**src/rtl/pcm_port_pkg.sv**
```systemverilog
package pcm_port_pkg;
   typedef enum logic [1:0] {
      PM_COMP = 2'b00,
      PM_LIN  = 2'b01,
      PM_CH1  = 2'b10,
      PM_CH2  = 2'b11
   } pcm_mode_e;
endpackage

```
**src/rtl/pcm_fs_meter.sv**
```systemverilog
// Detects the frame start and measures the sync pulse width.
module pcm_fs_meter #(
   parameter int CNT_W    = 9,
   parameter int LONG_MIN = 2
) (
   input  logic clk,
   input  logic rst_n,
   input  logic fsync,
   output logic frame_start,
   output logic long_sel
);
   localparam logic [CNT_W-1:0] CNT_MAX = '1;

   logic             fs_q;
   logic [CNT_W-1:0] hi_cnt;

   assign frame_start = fsync & ~fs_q;

   always_ff @(posedge clk or negedge rst_n) begin
      if (!rst_n) begin
         fs_q     <= 1'b0;
         hi_cnt   <= '0;
         long_sel <= 1'b0;
      end else begin
         fs_q <= fsync;
         if (frame_start)
            hi_cnt <= CNT_W'(1);
         else if (fsync && hi_cnt != CNT_MAX)
            hi_cnt <= hi_cnt + 1'b1;
         // verdict taken when sync falls, used by the next frame
         if (!fsync && fs_q)
            long_sel <= (hi_cnt >= CNT_W'(LONG_MIN));
      end
   end
endmodule

```
**src/rtl/pcm_slot_timer.sv**
```systemverilog
// Counts bit periods from the frame start and decodes the active slot.
module pcm_slot_timer
   import pcm_port_pkg::*;
#(
   parameter int CNT_W     = 9,
   parameter int CMP_BITS  = 8,
   parameter int LIN_BITS  = 16,
   parameter int LONG_OFS  = 0,
   parameter int SHORT_OFS = 1,
   parameter int LIN_OFS   = 1,
   parameter int CH1_OFS   = 16,
   parameter int CH2_OFS   = 24
) (
   input  logic             clk,
   input  logic             rst_n,
   input  logic             frame_start,
   input  logic             long_sel,
   input  logic [1:0]       mode_in,
   output logic             active,
   output logic             last,
   output logic [CNT_W-1:0] idx,
   output pcm_mode_e        mode_cur,
   output logic             long_cur
);
   localparam logic [CNT_W-1:0] CNT_MAX = '1;

   logic [CNT_W-1:0] pos, nxt_pos, start, len, nxt_idx;
   pcm_mode_e        nxt_mode;
   logic             nxt_long, in_slot;

   always_comb begin
      nxt_pos  = frame_start ? '0 : ((pos == CNT_MAX) ? pos : pos + 1'b1);
      nxt_mode = frame_start ? pcm_mode_e'(mode_in) : mode_cur;
      nxt_long = frame_start ? long_sel : long_cur;
      case (nxt_mode)
         PM_COMP: begin
            start = nxt_long ? CNT_W'(LONG_OFS) : CNT_W'(SHORT_OFS);
            len   = CNT_W'(CMP_BITS);
         end
         PM_LIN: begin
            start = CNT_W'(LIN_OFS);
            len   = CNT_W'(LIN_BITS);
         end
         PM_CH1: begin
            start = CNT_W'(CH1_OFS);
            len   = CNT_W'(CMP_BITS);
         end
         default: begin
            start = CNT_W'(CH2_OFS);
            len   = CNT_W'(CMP_BITS);
         end
      endcase
      nxt_idx = nxt_pos - start;
      in_slot = (nxt_pos >= start) && (nxt_idx < len);
   end

   always_ff @(posedge clk or negedge rst_n) begin
      if (!rst_n) begin
         pos      <= CNT_MAX;
         mode_cur <= PM_COMP;
         long_cur <= 1'b0;
         active   <= 1'b0;
         last     <= 1'b0;
         idx      <= '0;
      end else begin
         pos      <= nxt_pos;
         mode_cur <= nxt_mode;
         long_cur <= nxt_long;
         active   <= in_slot;
         last     <= in_slot && (nxt_idx == len - 1'b1);
         idx      <= nxt_idx;
      end
   end
endmodule

```
**src/rtl/pcm_tx_shifter.sv**
```systemverilog
// Holds the frame's transmit word and selects the bit for the current period.
module pcm_tx_shifter
   import pcm_port_pkg::*;
#(
   parameter int CNT_W     = 9,
   parameter int CMP_BITS  = 8,
   parameter int LIN_BITS  = 16,
   parameter int LIN_FIXED = 2
) (
   input  logic                clk,
   input  logic                rst_n,
   input  logic                load,
   input  logic [LIN_BITS-1:0] tx_word,
   input  logic                active,
   input  logic                last,
   input  logic [CNT_W-1:0]    idx,
   input  pcm_mode_e           mode_cur,
   input  logic                long_cur,
   input  logic                fsync,
   output logic                tx_data,
   output logic                tx_en
);
   logic [LIN_BITS-1:0] word_q, shifted;
   logic [CNT_W-1:0]    wlen, sh_amt;
   logic                fixed_zone, early_rel;

   always_ff @(posedge clk or negedge rst_n) begin
      if (!rst_n)
         word_q <= '0;
      else if (load)
         word_q <= tx_word;
   end

   assign wlen    = (mode_cur == PM_LIN) ? CNT_W'(LIN_BITS) : CNT_W'(CMP_BITS);
   assign sh_amt  = wlen - CNT_W'(1) - idx;
   assign shifted = word_q >> sh_amt;

   generate
      if (LIN_FIXED > 0) begin : g_pad
         assign fixed_zone = (mode_cur == PM_LIN) &&
                             (idx >= CNT_W'(LIN_BITS - LIN_FIXED));
      end else begin : g_nopad
         assign fixed_zone = 1'b0;
      end
   endgenerate

   // long frame: last bit lets go of the line when sync is low
   assign early_rel = (mode_cur == PM_COMP) & long_cur & last & ~fsync;
   assign tx_data   = active & ~fixed_zone & shifted[0];
   assign tx_en     = active & ~early_rel;
endmodule

```
**src/rtl/pcm_rx_capture.sv**
```systemverilog
// Samples receive bits on the falling edge and publishes the word.
module pcm_rx_capture
   import pcm_port_pkg::*;
#(
   parameter int CMP_BITS = 8,
   parameter int LIN_BITS = 16
) (
   input  logic                clk,
   input  logic                rst_n,
   input  logic                rx_d,
   input  logic                active,
   input  logic                last,
   input  pcm_mode_e           mode_cur,
   output logic [LIN_BITS-1:0] rx_word,
   output logic                frame_done
);
   localparam logic [LIN_BITS-1:0] CMP_MASK =
      {{(LIN_BITS-CMP_BITS){1'b0}}, {CMP_BITS{1'b1}}};

   logic [LIN_BITS-1:0] sh, nxt_sh;

   assign nxt_sh = {sh[LIN_BITS-2:0], rx_d};

   always_ff @(negedge clk or negedge rst_n) begin
      if (!rst_n) begin
         sh         <= '0;
         rx_word    <= '0;
         frame_done <= 1'b0;
      end else begin
         frame_done <= active & last;
         if (active)
            sh <= nxt_sh;
         if (active && last)
            rx_word <= (mode_cur == PM_LIN) ? nxt_sh : (nxt_sh & CMP_MASK);
      end
   end
endmodule

```
**src/rtl/pcm_frame_port.sv**
```systemverilog
module pcm_frame_port
   import pcm_port_pkg::*;
#(
   parameter int CNT_W     = 9,
   parameter int CMP_BITS  = 8,
   parameter int LIN_BITS  = 16,
   parameter int LIN_FIXED = 2,
   parameter int CH1_OFS   = 16,
   parameter int CH2_OFS   = 24,
   parameter int LONG_MIN  = 2
) (
   input  logic                bclk,
   input  logic                rst_n,
   input  logic                fsync,
   input  logic [1:0]          mode,
   input  logic [LIN_BITS-1:0] tx_word,
   output logic                tx_data,
   output logic                tx_en,
   input  logic                rx_d,
   output logic [LIN_BITS-1:0] rx_word,
   output logic                frame_done
);
   generate
      if (CMP_BITS < 1 || CMP_BITS > LIN_BITS) begin : g_bad_cmp
         $error("CMP_BITS must lie in 1..LIN_BITS");
      end
      if (LIN_FIXED < 0 || LIN_FIXED >= LIN_BITS) begin : g_bad_fix
         $error("LIN_FIXED must be below LIN_BITS");
      end
      if (CH2_OFS + CMP_BITS >= (1 << CNT_W) || LIN_BITS + 1 >= (1 << CNT_W)) begin : g_bad_cnt
         $error("CNT_W too narrow for the slot offsets");
      end
      if (LONG_MIN < 2) begin : g_bad_long
         $error("LONG_MIN must be at least 2");
      end
   endgenerate

   logic             frame_start, long_sel, long_cur;
   logic             slot_active, slot_last;
   logic [CNT_W-1:0] slot_idx;
   pcm_mode_e        mode_cur;

   pcm_fs_meter #(.CNT_W(CNT_W), .LONG_MIN(LONG_MIN)) u_meter (
      .clk(bclk), .rst_n(rst_n), .fsync(fsync),
      .frame_start(frame_start), .long_sel(long_sel)
   );

   pcm_slot_timer #(
      .CNT_W(CNT_W), .CMP_BITS(CMP_BITS), .LIN_BITS(LIN_BITS),
      .CH1_OFS(CH1_OFS), .CH2_OFS(CH2_OFS)
   ) u_timer (
      .clk(bclk), .rst_n(rst_n), .frame_start(frame_start),
      .long_sel(long_sel), .mode_in(mode), .active(slot_active),
      .last(slot_last), .idx(slot_idx), .mode_cur(mode_cur),
      .long_cur(long_cur)
   );

   pcm_tx_shifter #(
      .CNT_W(CNT_W), .CMP_BITS(CMP_BITS), .LIN_BITS(LIN_BITS),
      .LIN_FIXED(LIN_FIXED)
   ) u_tx (
      .clk(bclk), .rst_n(rst_n), .load(frame_start), .tx_word(tx_word),
      .active(slot_active), .last(slot_last), .idx(slot_idx),
      .mode_cur(mode_cur), .long_cur(long_cur), .fsync(fsync),
      .tx_data(tx_data), .tx_en(tx_en)
   );

   pcm_rx_capture #(.CMP_BITS(CMP_BITS), .LIN_BITS(LIN_BITS)) u_rx (
      .clk(bclk), .rst_n(rst_n), .rx_d(rx_d), .active(slot_active),
      .last(slot_last), .mode_cur(mode_cur), .rx_word(rx_word),
      .frame_done(frame_done)
   );
endmodule

```
**config.mk**
```make
export PLATFORM = sky130hd
export DESIGN_NAME = pcm_frame_port
export DESIGN_NICKNAME = d
export VERILOG_FILES = /design/src/rtl/pcm_port_pkg.sv /design/src/rtl/pcm_fs_meter.sv /design/src/rtl/pcm_slot_timer.sv /design/src/rtl/pcm_tx_shifter.sv /design/src/rtl/pcm_rx_capture.sv /design/src/rtl/pcm_frame_port.sv
export SDC_FILE = /design/constraint.sdc
export NUM_CORES = 1
export LEC_CHECK = 0
export BUFFER_PORTS_ARGS = -buffer_cell sky130_fd_sc_hd__buf_4
export CAP_MARGIN = 15
export CORE_ASPECT_RATIO = 0.6
export CORE_MARGIN = 8
export CORE_UTILIZATION = 48
export DETAILED_ROUTE_END_ITERATION = 8
export GPL_ROUTABILITY_DRIVEN = 0
export PLACE_DENSITY = 0.67
export SLEW_MARGIN = 10
export SYNTH_ARGS = -nofsm -noshare
export SYNTH_HDL_FRONTEND = slang
export SYNTH_HIERARCHICAL = 1
export SYNTH_SLANG_ARGS = --single-unit
export TNS_END_PERCENT = 5
```
**constraint.sdc**
```tcl
create_clock -name bclk -period 5.09 [get_ports bclk]
set_input_delay 1.018 -clock bclk [delete_from_list [all_inputs] [get_ports bclk]]
set_output_delay 1.018 -clock bclk [all_outputs]
set_load 0.01 [all_outputs]
```
==> impl_metrics.csv <==
group,metric,value,unit
run_status,status,"completed",
synthesis,ys_types,66,
worst_setup_path,worstPathMaxFanout,2,
timing,worst_pin_slew,0.825,ns
synthesis,ys_seq_elements,82,
cts,insertion_delay,0.33,ns
global_routing,grt_pass1_wl,13600,um
layout,num_antenna_cells,0,
floorplanning,dieHeight,86.2,um
worst_setup_path,crit_family,"flip-flops",
synthesis,yosysMostFrequentCell,"dfrtp_1",
worst_hold_path,hold_path_startpoint,"u_rx/sh[14]",
layout,nets,383,
global_routing,antenna_found_initial,0,
floorplanning,die_x,133,um
placed_design,numPortBuffers,40,
synthesis,synth_edf_count,0,
run,cap_violations,0,
synthesis,async_flop_share,100,%
power,power_per_cell_area,401,nW/um^2
timing,slew_headroom,45.0,%
global_routing,grt_max_degree,48,
layout,drive_above_1_share,30.7,%
placed_design,dp_hpwl,5860,um
synthesis,syn-cell-area,3940,sq um
cts,cts_setup_buffers,0,
cts,clkTransAtPathRegs,0.05,ns
worst_setup_path,crit_cells,1,
synthesis,avgSynthCellArea,12.8,sq um
synthesis,yosys-top-cells-count,"41 x dfrtp_1, 32 x dfrtn_1, 26 x mux2_2, 18 x inv_1, 16 x mux2_1",
timing,tns,0,ns
worst_hold_path,hold_path.class,"reg -> reg",
worst_setup_path,endpoint_kind,"primary output",
timing,finalHoldViolations,0,
synthesis,synth_nets,340,
synthesis,synth_top_cell_by_area,"dfrtp_1",
cts,clockBufferDepth,2,
cts,postCtsHoldBufs,0,
worst_setup_path,worstPathArrival,3.46,ns
synthesis,synth_warnings,6,
layout,syn_to_final_growth,16.5,%
worst_setup_path,critical_path.max_stage_delay,0.44,ns
synthesis,synth_top_area_share,26.0,%
routing,route.vias.total,2610,
global_routing,grt_pass1_vias,2636,
timing,finalSetupViolCount,0,
cts,root_buffer,"clkbuf_16",
worst_setup_path,path_cells,"buf_4",
global_routing,overflow,0,
routing,drc_errors,0,
power,cellLeakagePower,0.00214,uW
global_routing,grt_usage,14.7,%
worst_setup_path,rr_startpoint,"u_timer/active",
synthesis,netlist_top_cells_area,"dfrtp_1 26%, dfrtn_1 20%, mux2_2 7.4%",
synthesis,synthFlopType,"dfrtp_1",
cts,cts_repair_resize_count,0,
worst_setup_path,start_kind,"flip-flop",
floorplanning,start_util,49.8,%
cts,cts_tree,"yes",
cts,clock-sinks,82,
worst_setup_path,worstPathBufferInverterCount,1,
routing,drtIter0Drc,179,
cts,h-tree-depth,3,
routing,wirelength,8010,um
floorplanning,core_area,7910,sq um
timing,drv_slew,0,
cts,cts_made_buffers,9,
worst_setup_path,worst_r2r_path_depth,2,
worst_setup_path,critical_path_required,4.07,ns
worst_setup_path,cp_slowest_cell,"dfrtn_1",
worst_hold_path,hold_depth,1,
worst_setup_path,crit_path_start,"u_rx/rx_word[3]",
worst_setup_path,path_class,"reg -> out",
routing,drtPass1Iterations,4,
timing,fin_skew,0.00770,ns
timing,rsz0062_at_grt,"false",
routing,viasPerCell,5.64,
floorplanning,fp-row-count,25,
synthesis,yosysSeqAreaShare,52.4,%
synthesis,synthCells,307,
power,ir_drop,0.000232,V
routing,drtAntennaViolNets,0,
routing,wire_per_inst,17.3,um
floorplanning,dieArea,11500,sq um
floorplanning,ios,41,
timing,hold_slack,0.453,ns
## flip-flops by register name, summed over array words and instances (netlist names)
register / flops
u_rx/rx_word: 16
u_timer/pos: 9
u_meter/fs_q: 1
u_meter/long_sel: 1
u_timer/long_cur: 1
u_timer/idx: 9
u_rx/frame_done: 1
u_rx/sh: 15
u_timer/last: 1
u_tx/word_q: 16
u_timer/active: 1
u_timer/mode_cur: 2
u_meter/hi_cnt: 9
## report_power, final
part	leakage, uW	total, uW	switching, uW	internal [uW]
Clock	0.000145	610	248	361
Combinational	0.000961	404	213	191
Sequential	0.00104	828	79.0	749
## routing by layer
layer / GRT usage, % / share of wire (%) / up-vias
met5: 0 / 0 / -
met3: 5.37 / 5.8 / 10
li1: - / - / 1224
met2: 20.9 / 42 / 66
met1: 20.8 / 51 / 1310
met4: 2.77 / 0.49 / 0
## final timing paths
| kind | to | slack, ns |
|---|---|---|
| hold / removal | u_rx/rx_word[15] | 0.45 |
| setup / recovery | rx_word[3] | 0.61 |
| hold reg to reg | u_rx/rx_word[15] | 0.45 |
| setup reg to reg | u_rx/rx_word[7] | 0.87 |
| max in group asynchronous | u_rx/rx_word[0] | 1.68 |
| min in group asynchronous | u_meter/hi_cnt[8] | 0.65 |
## cell usage in the layout (no fill, tap or decap), drive strengths merged, types with 3 or more instances in the layout
cell,Yosys,final
nand2,13,13
nand3,5,5
o311ai,3,3
or3,5,5
nand4,4,4
ha,11,11
buf,9,42
a211oi,5,5
nand2b,6,6
o22ai,3,3
and4,4,4
o21ai,7,7
inv,18,20
dfrtn,32,32
clkinv,0,3
xnor2,7,7
a21oi,7,7
nor2b,5,5
mux2,43,43
xor2,3,3
and3,3,3
clkbuf,1,11
a22oi,3,3
a22o,8,8
dfstp,9,9
nor2,11,11
dfrtp,41,41
o211ai,3,3
mux4,4,4
a2111oi,3,3
## area by class of cell
| type | instances | area (sq um) |
|---|---|---|
| clock buffer | 11 | 254 |
| clock inverter | 5 | 35.0 |
| fill | 645 | 3320 |
| inverter | 18 | 67.6 |
| multi-input combinational | 197 | 1720 |
| sequential | 82 | 2060 |
| tap | 108 | 135 |
| timing repair buffer | 42 | 315 |
## stage by stage
step	setup WS (ns)	std cells	cell area, sq um	power [uW]	util [%]
after floorplan	1.10	307	3940	1120	-
after CTS	0.601	463	4590	1860	58.0
after global routing	0.584	463	4590	1950	58.0
after detailed placement	0.864	447	4300	1240	54.3
final	0.607	463	4590	1840	58.0
after global placement	0.890	447	4300	1220	54.3
## logic make-up after synthesis
family	synth area share, %
AOI/OAI and AO/OA	11.0
xor gates and xnor gates	2.22
adders and majority gates	3.49
buffers and inverters	3.97
DFF	52.4
muxes	15.5
and+or+nand+nor	11.5
(Power assumes the default switching activity.)
